==> config.mk <==
export PLATFORM = sky130hd
export DESIGN_NAME = mbank_clkdiv
export DESIGN_NICKNAME = d
export VERILOG_FILES = /design/src/rtl/mbd_pkg.sv /design/src/rtl/mbd_divider.sv /design/src/rtl/mbd_ratio_ctl.sv /design/src/rtl/mbank_clkdiv.sv
export SDC_FILE = /design/constraint.sdc
export NUM_CORES = 1
export LEC_CHECK = 0
export ABC_AREA = 1
export BUFFER_PORTS_ARGS = -buffer_cell sky130_fd_sc_hd__buf_4
export CORE_ASPECT_RATIO = 1.2
export CORE_MARGIN = 2
export CORE_UTILIZATION = 30
export CTS_CLUSTER_SIZE = 20
export DETAILED_ROUTE_END_ITERATION = 6
export PLACE_DENSITY_LB_ADDON = 0.15
export SLEW_MARGIN = 5
export SYNTH_ARGS = -nofsm -noshare
export SYNTH_HDL_FRONTEND = slang
export SYNTH_HIERARCHICAL = 1
export SYNTH_SLANG_ARGS = --single-unit
==> constraint.sdc <==
create_clock -name clk -period 2.7 [get_ports clk]
set_input_delay 0.135 -clock clk [delete_from_list [all_inputs] [get_ports clk]]
set_output_delay 0.135 -clock clk [all_outputs]
set_load 0.01 [all_outputs]
==> src/rtl/mbd_pkg.sv <==
package mbd_pkg;
  localparam int HALF_W = 5;

  function automatic int unsigned scale(input int unsigned base, input logic hi);
    return hi ? base / 4 : base / 2;
  endfunction

  function automatic int unsigned half_a(input logic hi, input logic [1:0] s);
    int unsigned b;
    case (s)
      2'd0: b = 8;
      2'd1: b = 12;
      2'd2: b = 16;
      default: b = 24;
    endcase
    return scale(b, hi);
  endfunction

  function automatic int unsigned half_b(input logic hi, input logic [1:0] s);
    int unsigned b;
    case (s)
      2'd0: b = 8;
      2'd1: b = 12;
      2'd2: b = 16;
      default: b = 20;
    endcase
    return scale(b, hi);
  endfunction

  function automatic int unsigned half_c(input logic hi, input logic [1:0] s);
    return scale(4 * (32'(s) + 1), hi);
  endfunction

  function automatic int unsigned half_f(input logic hi, input logic [2:0] s);
    int unsigned b;
    case (s[1:0])
      2'd0: b = 8;
      2'd1: b = 12;
      2'd2: b = 16;
      default: b = 20;
    endcase
    if (s[2]) b = b * 2;
    return scale(b, hi);
  endfunction
endpackage

==> src/rtl/mbd_divider.sv <==
module mbd_divider #(
  parameter int HW = 5
) (
  input  logic          clk,
  input  logic          rst_n,
  input  logic          run,
  input  logic [HW-1:0] half,
  input  logic          invert,
  output logic          q,
  output logic          wrap
);
  localparam int CW = HW + 1;

  logic [CW-1:0] cnt;
  logic [CW-1:0] cnt_nx;
  logic [CW-1:0] last;

  assign last   = {half, 1'b0} - CW'(1);
  assign wrap   = run && (cnt == last);
  assign cnt_nx = wrap ? '0 : cnt + CW'(1);

  always_ff @(posedge clk or negedge rst_n) begin
    if (!rst_n) begin
      cnt <= '0;
      q   <= 1'b0;
    end else if (!run) begin
      cnt <= '0;
      q   <= ~invert;
    end else begin
      cnt <= cnt_nx;
      q   <= (cnt_nx < {1'b0, half}) ^ invert;
    end
  end


  cnt_bound_chk: assert property (@(posedge clk) disable iff (!rst_n)
    run |-> (cnt <= last));


  edge_place_chk: assert property (@(posedge clk) disable iff (!rst_n)
    (run && $past(run) && !$stable(q) && ($past(invert) == $past(invert, 2)))
      |-> (cnt == '0 || cnt == {1'b0, half}));
endmodule

==> src/rtl/mbd_ratio_ctl.sv <==
module mbd_ratio_ctl
  import mbd_pkg::*;
#(
  parameter int HW = 5
) (
  input  logic          clk,
  input  logic          rst_n,
  input  logic          range_hi,
  input  logic [1:0]    sel_a,
  input  logic [1:0]    sel_b,
  input  logic [1:0]    sel_c,
  input  logic [2:0]    sel_fb,
  input  logic          wrap_all,
  output logic          run,
  output logic [HW-1:0] h_a,
  output logic [HW-1:0] h_b,
  output logic [HW-1:0] h_c,
  output logic [HW-1:0] h_f
);
  logic load;
  assign load = !run || wrap_all;

  always_ff @(posedge clk or negedge rst_n) begin
    if (!rst_n) begin
      run <= 1'b0;
      h_a <= HW'(1);
      h_b <= HW'(1);
      h_c <= HW'(1);
      h_f <= HW'(1);
    end else begin
      run <= 1'b1;
      if (load) begin
        h_a <= HW'(half_a(range_hi, sel_a));
        h_b <= HW'(half_b(range_hi, sel_b));
        h_c <= HW'(half_c(range_hi, sel_c));
        h_f <= HW'(half_f(range_hi, sel_fb));
      end
    end
  end


  ratio_hold_chk: assert property (@(posedge clk) disable iff (!rst_n)
    (run && $past(run) && !$past(wrap_all))
      |-> ($stable(h_a) && $stable(h_b) && $stable(h_c) && $stable(h_f)));


  half_nonzero_chk: assert property (@(posedge clk) disable iff (!rst_n)
    run |-> (h_a != '0 && h_b != '0 && h_c != '0 && h_f != '0));
endmodule

==> src/rtl/mbank_clkdiv.sv <==
module mbank_clkdiv
  import mbd_pkg::*;
#(
  parameter int HW    = HALF_W,
  parameter int NBANK = 4
) (
  input  logic             clk,
  input  logic             rst_n,
  input  logic             range_hi,
  input  logic [1:0]       sel_a,
  input  logic [1:0]       sel_b,
  input  logic [1:0]       sel_c,
  input  logic [2:0]       sel_fb,
  input  logic             inv_c,
  output logic [NBANK-1:0] qa,
  output logic [NBANK-1:0] qa_en,
  output logic [NBANK-1:0] qb,
  output logic [NBANK-1:0] qb_en,
  output logic [NBANK-1:0] qc,
  output logic [NBANK-1:0] qc_en,
  output logic             fb,
  output logic             fb_en
);
  localparam int NDIV   = 5;
  localparam int CLO    = NBANK / 2;
  localparam int D_A    = 0;
  localparam int D_B    = 1;
  localparam int D_C    = 2;
  localparam int D_CHI  = 3;
  localparam int D_F    = 4;

  logic                run;
  logic                wrap_all;
  logic [HW-1:0]       h_a, h_b, h_c, h_f;
  logic [NDIV-1:0]     dq;
  logic [NDIV-1:0]     dwrap;
  logic [HW-1:0]       dhalf [NDIV];
  logic [NDIV-1:0]     dinv;

  assign dhalf[D_A]   = h_a;
  assign dhalf[D_B]   = h_b;
  assign dhalf[D_C]   = h_c;
  assign dhalf[D_CHI] = h_c;
  assign dhalf[D_F]   = h_f;
  assign dinv         = NDIV'(inv_c) << D_CHI;

  // The upper bank-C divider mirrors the lower one, so its wrap adds nothing.
  assign wrap_all = dwrap[D_A] & dwrap[D_B] & dwrap[D_C] & dwrap[D_F];

  mbd_ratio_ctl #(.HW(HW)) u_ctl (
    .clk      (clk),
    .rst_n    (rst_n),
    .range_hi (range_hi),
    .sel_a    (sel_a),
    .sel_b    (sel_b),
    .sel_c    (sel_c),
    .sel_fb   (sel_fb),
    .wrap_all (wrap_all),
    .run      (run),
    .h_a      (h_a),
    .h_b      (h_b),
    .h_c      (h_c),
    .h_f      (h_f)
  );

  for (genvar i = 0; i < NDIV; i++) begin : g_div
    mbd_divider #(.HW(HW)) u_div (
      .clk    (clk),
      .rst_n  (rst_n),
      .run    (run),
      .half   (dhalf[i]),
      .invert (dinv[i]),
      .q      (dq[i]),
      .wrap   (dwrap[i])
    );
  end

  assign qa    = {NBANK{dq[D_A]}};
  assign qb    = {NBANK{dq[D_B]}};
  assign qc    = {{(NBANK - CLO){dq[D_CHI]}}, {CLO{dq[D_C]}}};
  assign fb    = dq[D_F];
  assign qa_en = {NBANK{run}};
  assign qb_en = {NBANK{run}};
  assign qc_en = {NBANK{run}};
  assign fb_en = run;


  disabled_chk: assert property (@(posedge clk)
    !rst_n |-> (qa == '0 && qb == '0 && qc == '0 && !fb &&
                qa_en == '0 && qb_en == '0 && qc_en == '0 && !fb_en));


  common_rise_chk: assert property (@(posedge clk) disable iff (!rst_n)
    (!run || wrap_all) |=> (dq[D_A] && dq[D_B] && dq[D_C] && dq[D_F]));


  inv_rel_chk: assert property (@(posedge clk) disable iff (!rst_n)
    run |-> (dq[D_CHI] == (dq[D_C] ^ $past(inv_c))));
endmodule

======== Word-level counts from Yosys, hierarchy flattened ========
Index checks and enable logic that the tools add are counted.
word-level totals
  word-level logic and storage cells ...... 79
  flip-flop bits (word level) ............. 56
operators by class
  reduce and logical (&&, ||, !) cells .... 10
  add/sub/neg operators ................... 10
  $lt $le $gt $ge ......................... 5
  bitwise gates (word level) .............. 5
  equality and inequality tests ........... 11
  mux-type cells .......................... 23
operators by type and width
  kind                   count
  $mux W6                11
  $pmux W5 S3            3
  $add A6 B1 Y6 const B  5
  $eq A6 B6 Y1           5
  $lt A6 B5 Y1           5
  $sub A6 B1 Y6 const B  4
  $mux W5                2
  $mux W4                2
  $eq A2 B1 Y1 const B   3
  $eq A2 B2 Y1 const B   3
  $logic_not A2 Y1       3
  $logic_and A1 B1 Y1    5
  $mux W1                5
  $add A2 B1 Y3 const B  1
  $and A1 B1 Y1          3
  $logic_not A1 Y1       1
  $logic_or A1 B1 Y1     1
  $not A1 Y1             1
  $xor A1 B1 Y1          1

======== Logic depth before layout (Yosys ltp) ========
  word-level depth ........................ 7
  mapped depth ............................ 16
  depth with buffers taken out ............ 16

======== Hierarchy ========
Netlist, hierarchy kept.
modules (own cells, without submodules)
  module                            cells an instance  area each (um^2)  times used
  mbd_divider (g_div[1].u_div ...)  89                 620.6             4
  mbd_ratio_ctl                     102                853.3             1
  mbd_divider (g_div[0].u_div)      89                 619.3             1
  mbank_clkdiv                      24                 165.2             1

======== Worst setup path before layout ========
No wires, ideal clock.
  path type ............................... reg2reg
  start ................................... register u_ctl.run
  end ..................................... register g_div[4].u_div.q
  path slack .............................. 98 ps
  path buffers ............................ 0
  period minus slack after synthesis ...... 2602 ps
  stages on the path, launching flop included .. 13
  library setup time ...................... 63 ps
  arrival time ............................ 2539 ps
  data required time ...................... 2637 ps
  cell sequence ........................... dfrtp_1 nand2_1 nor2_1 nand3_1 nor3b_4 nor2_1 ha_1 a21o_1 a31oi_1 nand3_1 nand3_1 nand2_1 inv_1
between the ends
  word-level cells in the longest chain between the ends .. 4
RTL lines
  item                    RTL line             source
  from (decl)             mbd_ratio_ctl.sv:14  output logic run,
  from (signal assigned)  mbd_ratio_ctl.sv:25  run <= 1'b0;
  from (signal assigned)  mbd_ratio_ctl.sv:31  run <= 1'b1;
  $logic_and A1 B1 Y1     mbd_divider.sv:19    assign wrap = run && (cnt == last);
  net dwrap[4]            mbank_clkdiv.sv:36   logic [NDIV-1:0] dwrap;
  $mux W6                 mbd_divider.sv:20    assign cnt_nx = wrap ? '0 : cnt + CW'(1);
  $lt A6 B5 Y1            mbd_divider.sv:31    q <= (cnt_nx < {1'b0, half}) ^ invert;
  $mux W1                 mbd_divider.sv:26    end else if (!run) begin
  to (signal assigned)    mbd_divider.sv:28    q <= ~invert;
  to (signal assigned)    mbd_divider.sv:31
  to (decl)               mbd_divider.sv:9     output logic q,
The timed path passes the listed nets, and every way through them passes these cells.
A chain may end at the register's enable or synchronous reset.

======== Worst setup path after layout ========
  start ................................... register u_ctl.h_c[0]
  end ..................................... register g_div[2].u_div.q
between the ends
  word-level cells in the longest chain between the ends .. 6
RTL lines
  item                    RTL line             source
  from (decl)             mbd_ratio_ctl.sv:17  output logic [HW-1:0] h_c,
  from (signal assigned)  mbd_ratio_ctl.sv:35  h_c <= HW'(half_c(range_hi, sel_c));
  $sub A6 B1 Y6           mbd_divider.sv:18    assign last = {half, 1'b0} - CW'(1);
  $eq A6 B6 Y1            mbd_divider.sv:19
  $logic_and A1 B1 Y1     mbd_divider.sv:19
  net dwrap[2]            mbank_clkdiv.sv:36
  $mux W6                 mbd_divider.sv:20
  $lt A6 B5 Y1            mbd_divider.sv:31
  $mux W1                 mbd_divider.sv:26
  to (signal assigned)    mbd_divider.sv:28
  to (signal assigned)    mbd_divider.sv:31
  to (decl)               mbd_divider.sv:9
The timed path passes the listed nets, and every way through them passes these cells.

==> results.txt <==
The final route contains about 3500 vias. The multi-input combinational cells in the finished layout cover a total of approximately 0.0024 mm^2. In this run the clock root is driven by a clkbuf_16.

The number of register bits inferred by synthesis came out at 53. The clock tree synthesis step divided the H-tree into 2 levels. The post-detailed-routing wire length came out at 9310 um. The distinct cell type count after synthesis came out at 28. The final HPWL from detailed placement came out at between 7000 and 8000 um.

The largest clock skew in the final design is 0.00473 ns. STA classifies the critical path endpoint as a flop. The net count of the finished layout came out at 666. The via density per instance came out at ~4.5.

The final-report hold violation count is 0. The area growth from synthesis to layout is 19.2%. Setup slack closes at approximately 0.14 ns. The transition time at the pin with the least slew margin came out at about 0.7 ns.

The post-route standard cell area excluding fillers is a little under 0.005 mm^2. The clock transition time at the flip-flop clock pins of the worst setup and hold paths came out at 0.07 ns. Of the cells placed in the final design, the portion with a size suffix greater than 1 is around 17%. The startpoint of the worst register-to-register path is u_ctl/h_c[0]$_DFFE_PN1P_. Ranked by total cell area, the synthesized netlist is headed by dfrtp_1 (30%), nand2_1 (12%), ha_1 (9.4%). Synthesis produced a netlist whose cell count is 571. The placed instances occupy a cell area of approximately 0.0046 mm^2.

The count of synthesis-stage warnings from yosys is 6. Dividing the final minimum period by the clock period gives 94.8%. By startpoint and endpoint, the worst setup path is classified as flop to flop. The biggest area contributor in the post-synthesis netlist is dfrtp_1. The number of fill cells is approximately 1400. The first global-routing pass estimated about 16000 um of wire. Each instance of the synthesized netlist takes up on average 7.22 um^2. The leakage power came out at about 2.6 nW. The core region area came out at roughly 0.013 mm^2. The cell with the largest stage delay on the worst path is dfstp_2. Max-cap violations in this run came to 0. The number of clock sinks seen by CTS is 53. During I/O placement, the number of pins put on the boundary was 39. The sequential cell area came out at about 0.0013 mm^2.

In this run the tightest slew margin relative to its limit is roughly half. The via count of the first global-routing pass was 3528. The run finished with clean final reports. The global router's overall resource usage came out at roughly an eighth. The routability congestion estimate from global placement came out at 0.811. The width of the die is 111 um. The critical path arrival is 2.75 ns. In this design, the stage delay of the slowest critical-path cell is 0.58 ns.

The maximum fanout along the worst path came out at 6. STA classifies the critical path startpoint as a flop. The top cell type by area accounts for between 20% and 30% of the synthesized area.

TritonCTS built the clock tree. The count of TritonRoute iterations in the first routing pass is 4. The worst hold path terminates at u_ctl/h_c[0]$_DFFE_PN1P_. The proportion of synthesized chip area in sequential cells came out at 32.3%. The clock latency at the later pin of the worst-skew pair is roughly 0.30 ns.

The highest achievable clock rate came out at slightly below 400 MHz. The maximum vdd drop came out at between 0.0002 and 0.00025 V. The port buffer count is 38. The tightest min-delay check is of the input port to flop type. The number of buffers created by CTS came out at 5. The final global-route overflow total is 0. The critical path contains buffers and inverters numbering 3 combined. The initial core utilization came out at between 30% and 40%. The cell area power density is ~470 mW/mm^2.

The count of nets left with antenna violations after detail routing came out at 0. The number of antenna violations at the first check in global routing is 0. Setup repair after global routing could not meet its margin everywhere. The final routed DRC violation total is 0. The worst path needs roughly 2.6 ns of the cycle, external delays included.

The final core area utilization is between 30% and 40%. OpenSTA, run right after detailed placement, puts the worst setup slack at ~0.032 ns. The worst reg-to-reg path cell count came out at 14. The full die area is approximately 0.015 mm^2. Data on the critical path is required at its endpoint by 2.89 ns. The total of endpoints with negative setup slack in the final report is 0. The endpoint identified for the worst register-to-register timing path is g_div[2].u_div/q$_DFF_PN0_. The worst-case clock buffer depth came out at 2.

The placement row count came out at 46. Along the worst hold path, the cell count comes to 2. In this design, the critical path's most frequently occurring cell is nor2_1.

Across all register-to-register paths, the minimum setup slack is about 0.14 ns. The detailed router finished its first iteration with between 150 and 200 violations. The post-synthesis instance area is ~0.004 mm^2. The chip height is approximately 130 um.

Walking the worst path, the cells encountered are inv_1 > ha_2 > nor2_1 > nor2_1 > nand3_2 > nor3b_4 > buf_4 > nor2_1 > ha_1 > nand4_1 > nand3_1 > nand3_1 > nand2_1 > inv_1. The startpoint identified for the worst hold timing path is sel_c[0]. In this design, the largest share of critical-path delay is due to simple AND/OR/NAND/NOR gates. The pin count of the biggest net entering global routing came out at 54.

The number of antenna cells inserted came out at 0. The final max-slew violation count came out at 0. The average routed wire per standard cell came out at ~12 um.
## sequential cells by signal, indices dropped and copies added (netlist names)
register / cells
u_ctl/h_a: 4
u_ctl/h_b: 4
g_div.u_div/q: 5
u_ctl/h_f: 5
u_ctl/h_c: 4
u_ctl/run: 1
g_div.u_div/cnt: 30
## worst max path at each step
stage | startpoint | end | slack, ns | cells past startpoint
2_1_floorplan | u_ctl/run$_DFF_PN0_ | g_div[4].u_div/q$_DFF_PN0_ | 0.1 | 12
3_3_place_gp | u_ctl/h_c[0]$_DFFE_PN1P_ | g_div[2].u_div/q$_DFF_PN0_ | 0.03 | 14
3_5_place_dp | u_ctl/h_c[0]$_DFFE_PN1P_ | g_div[2].u_div/q$_DFF_PN0_ | 0.03 | 14
4_1_cts | u_ctl/h_c[0]$_DFFE_PN1P_ | g_div[2].u_div/q$_DFF_PN0_ | 0.01 | 14
5_1_grt | u_ctl/h_c[0]$_DFFE_PN1P_ | g_div[2].u_div/q$_DFF_PN0_ | -0.05 | 14
6_report | u_ctl/h_c[0]$_DFFE_PN1P_ | g_div[2].u_div/q$_DFF_PN0_ | 0.14 | 14
## per-stage QoR
step / hold slack, ns / total power, mW / cells / setup TNS, ns
after floorplan: -0.161 / 1.36 / 580 / 0
after global placement: 0.255 / 1.51 / 777 / 0
after detailed placement: 0.258 / 1.52 / 777 / 0
after CTS: 0.0299 / 2.33 / 786 / 0
after global routing: 0.0312 / 2.47 / 791 / -0.0643
final: 0.0290 / 2.31 / 791 / 0
## repair_timing
item / 4_1_cts / 5_1_grt
hold endpoints to repair: 49 / 0
setup buffers: 0 / 5
setup endpoints to repair: 0 / 19
hold buffers: 1 / 0
gates resized for setup: 0 / 19
## placed cells by master, fill, tap and decap left out
| master | Yosys | final |
|---|---|---|
| inv_2 | 3 | 3 |
| dfrtp_1 | 49 | 49 |
| o21ai_1 | 1 | 1 |
| nand2_1 | 133 | 133 |
| nand3b_1 | 1 | 1 |
| conb_1 | 3 | 12 |
| clkbuf_8 | 0 | 1 |
| ha_4 | 0 | 2 |
| xor2_1 | 20 | 20 |
| o21ai_0 | 13 | 13 |
| bufinv_16 | 0 | 1 |
| nor3b_4 | 5 | 5 |
| nand2_2 | 7 | 6 |
| clkinvlp_4 | 0 | 1 |
| nand4_1 | 5 | 5 |
| a21o_1 | 10 | 10 |
| nor3_1 | 20 | 20 |
| nand3_1 | 58 | 48 |
| a21oi_4 | 0 | 1 |
| o21a_1 | 1 | 1 |
| a21oi_2 | 1 | 1 |
| dlygate4sd3_1 | 0 | 1 |
| clkbuf_16 | 0 | 5 |
| dfstp_2 | 4 | 4 |
| xnor2_1 | 10 | 10 |
| nor2_4 | 1 | 1 |
| nand2_4 | 0 | 1 |
| nor2_1 | 78 | 78 |
| or2_2 | 1 | 1 |
| buf_12 | 0 | 1 |
| buf_4 | 23 | 57 |
| ha_1 | 31 | 27 |
| ha_2 | 0 | 2 |
| inv_1 | 81 | 81 |
| nand3_2 | 6 | 16 |
| a31oi_1 | 4 | 4 |
## cell families (layout without fill, tap and decap cells)
family	after synthesis	count (layout)	share of synthesized area, %
compound gates	31	31	4.65
fa+ha+maj	31	31	9.41
xor+xnor	30	30	6.38
buf+inv	108	151	12.1
simple gates	315	315	34.9
flops	53	53	32.3
other cells	3	12	0.273
## area by class of cell
type	count	area share, %
clock buffer	6	2.83
sequential	53	27.1
timing repair buffer	59	9.32
tap	168	4.28
inverter	84	6.42
clock inverter	2	0.764
multi-input combinational	419	49.3
## synth_stat cells
library cell / number
nand3b_1: 1
a21oi_1: 1
inv_2: 3
nand4_1: 5
o21ai_1: 1
nand2_1: 133
buf_6: 1
ha_1: 31
a21oi_2: 1
nor2_1: 78
nor2_4: 1
nand3_2: 6
a21o_1: 10
dfrtp_1: 49
a31oi_1: 4
inv_1: 81
nor3b_4: 5
dfstp_2: 4
or2_2: 1
conb_1: 3
nand3_1: 58
xnor2_1: 10
nand2_2: 7
buf_4: 23
xor2_1: 20
o21a_1: 1
nor3_1: 20
o21ai_0: 13
## where the power goes
part / internal (mW) / leakage (nW) / switching, mW
clock: 0.464 / 0.0831 / 0.310
sequential: 0.849 / 0.680 / 0.0607
combinational: 0.269 / 1.80 / 0.353
## routing by layer
layer | vias up | global-route usage (%) | wire length [um]
li1 | 1871 | - | -
met1 | 1616 | 14.9 | 4030
met2 | 32 | 24.2 | 4930
met3 | 10 | 2.21 | 191
met4 | 0 | 4.65 | 151
met5 | - | 0 | 0
Power figures use the tool's default switching activity.
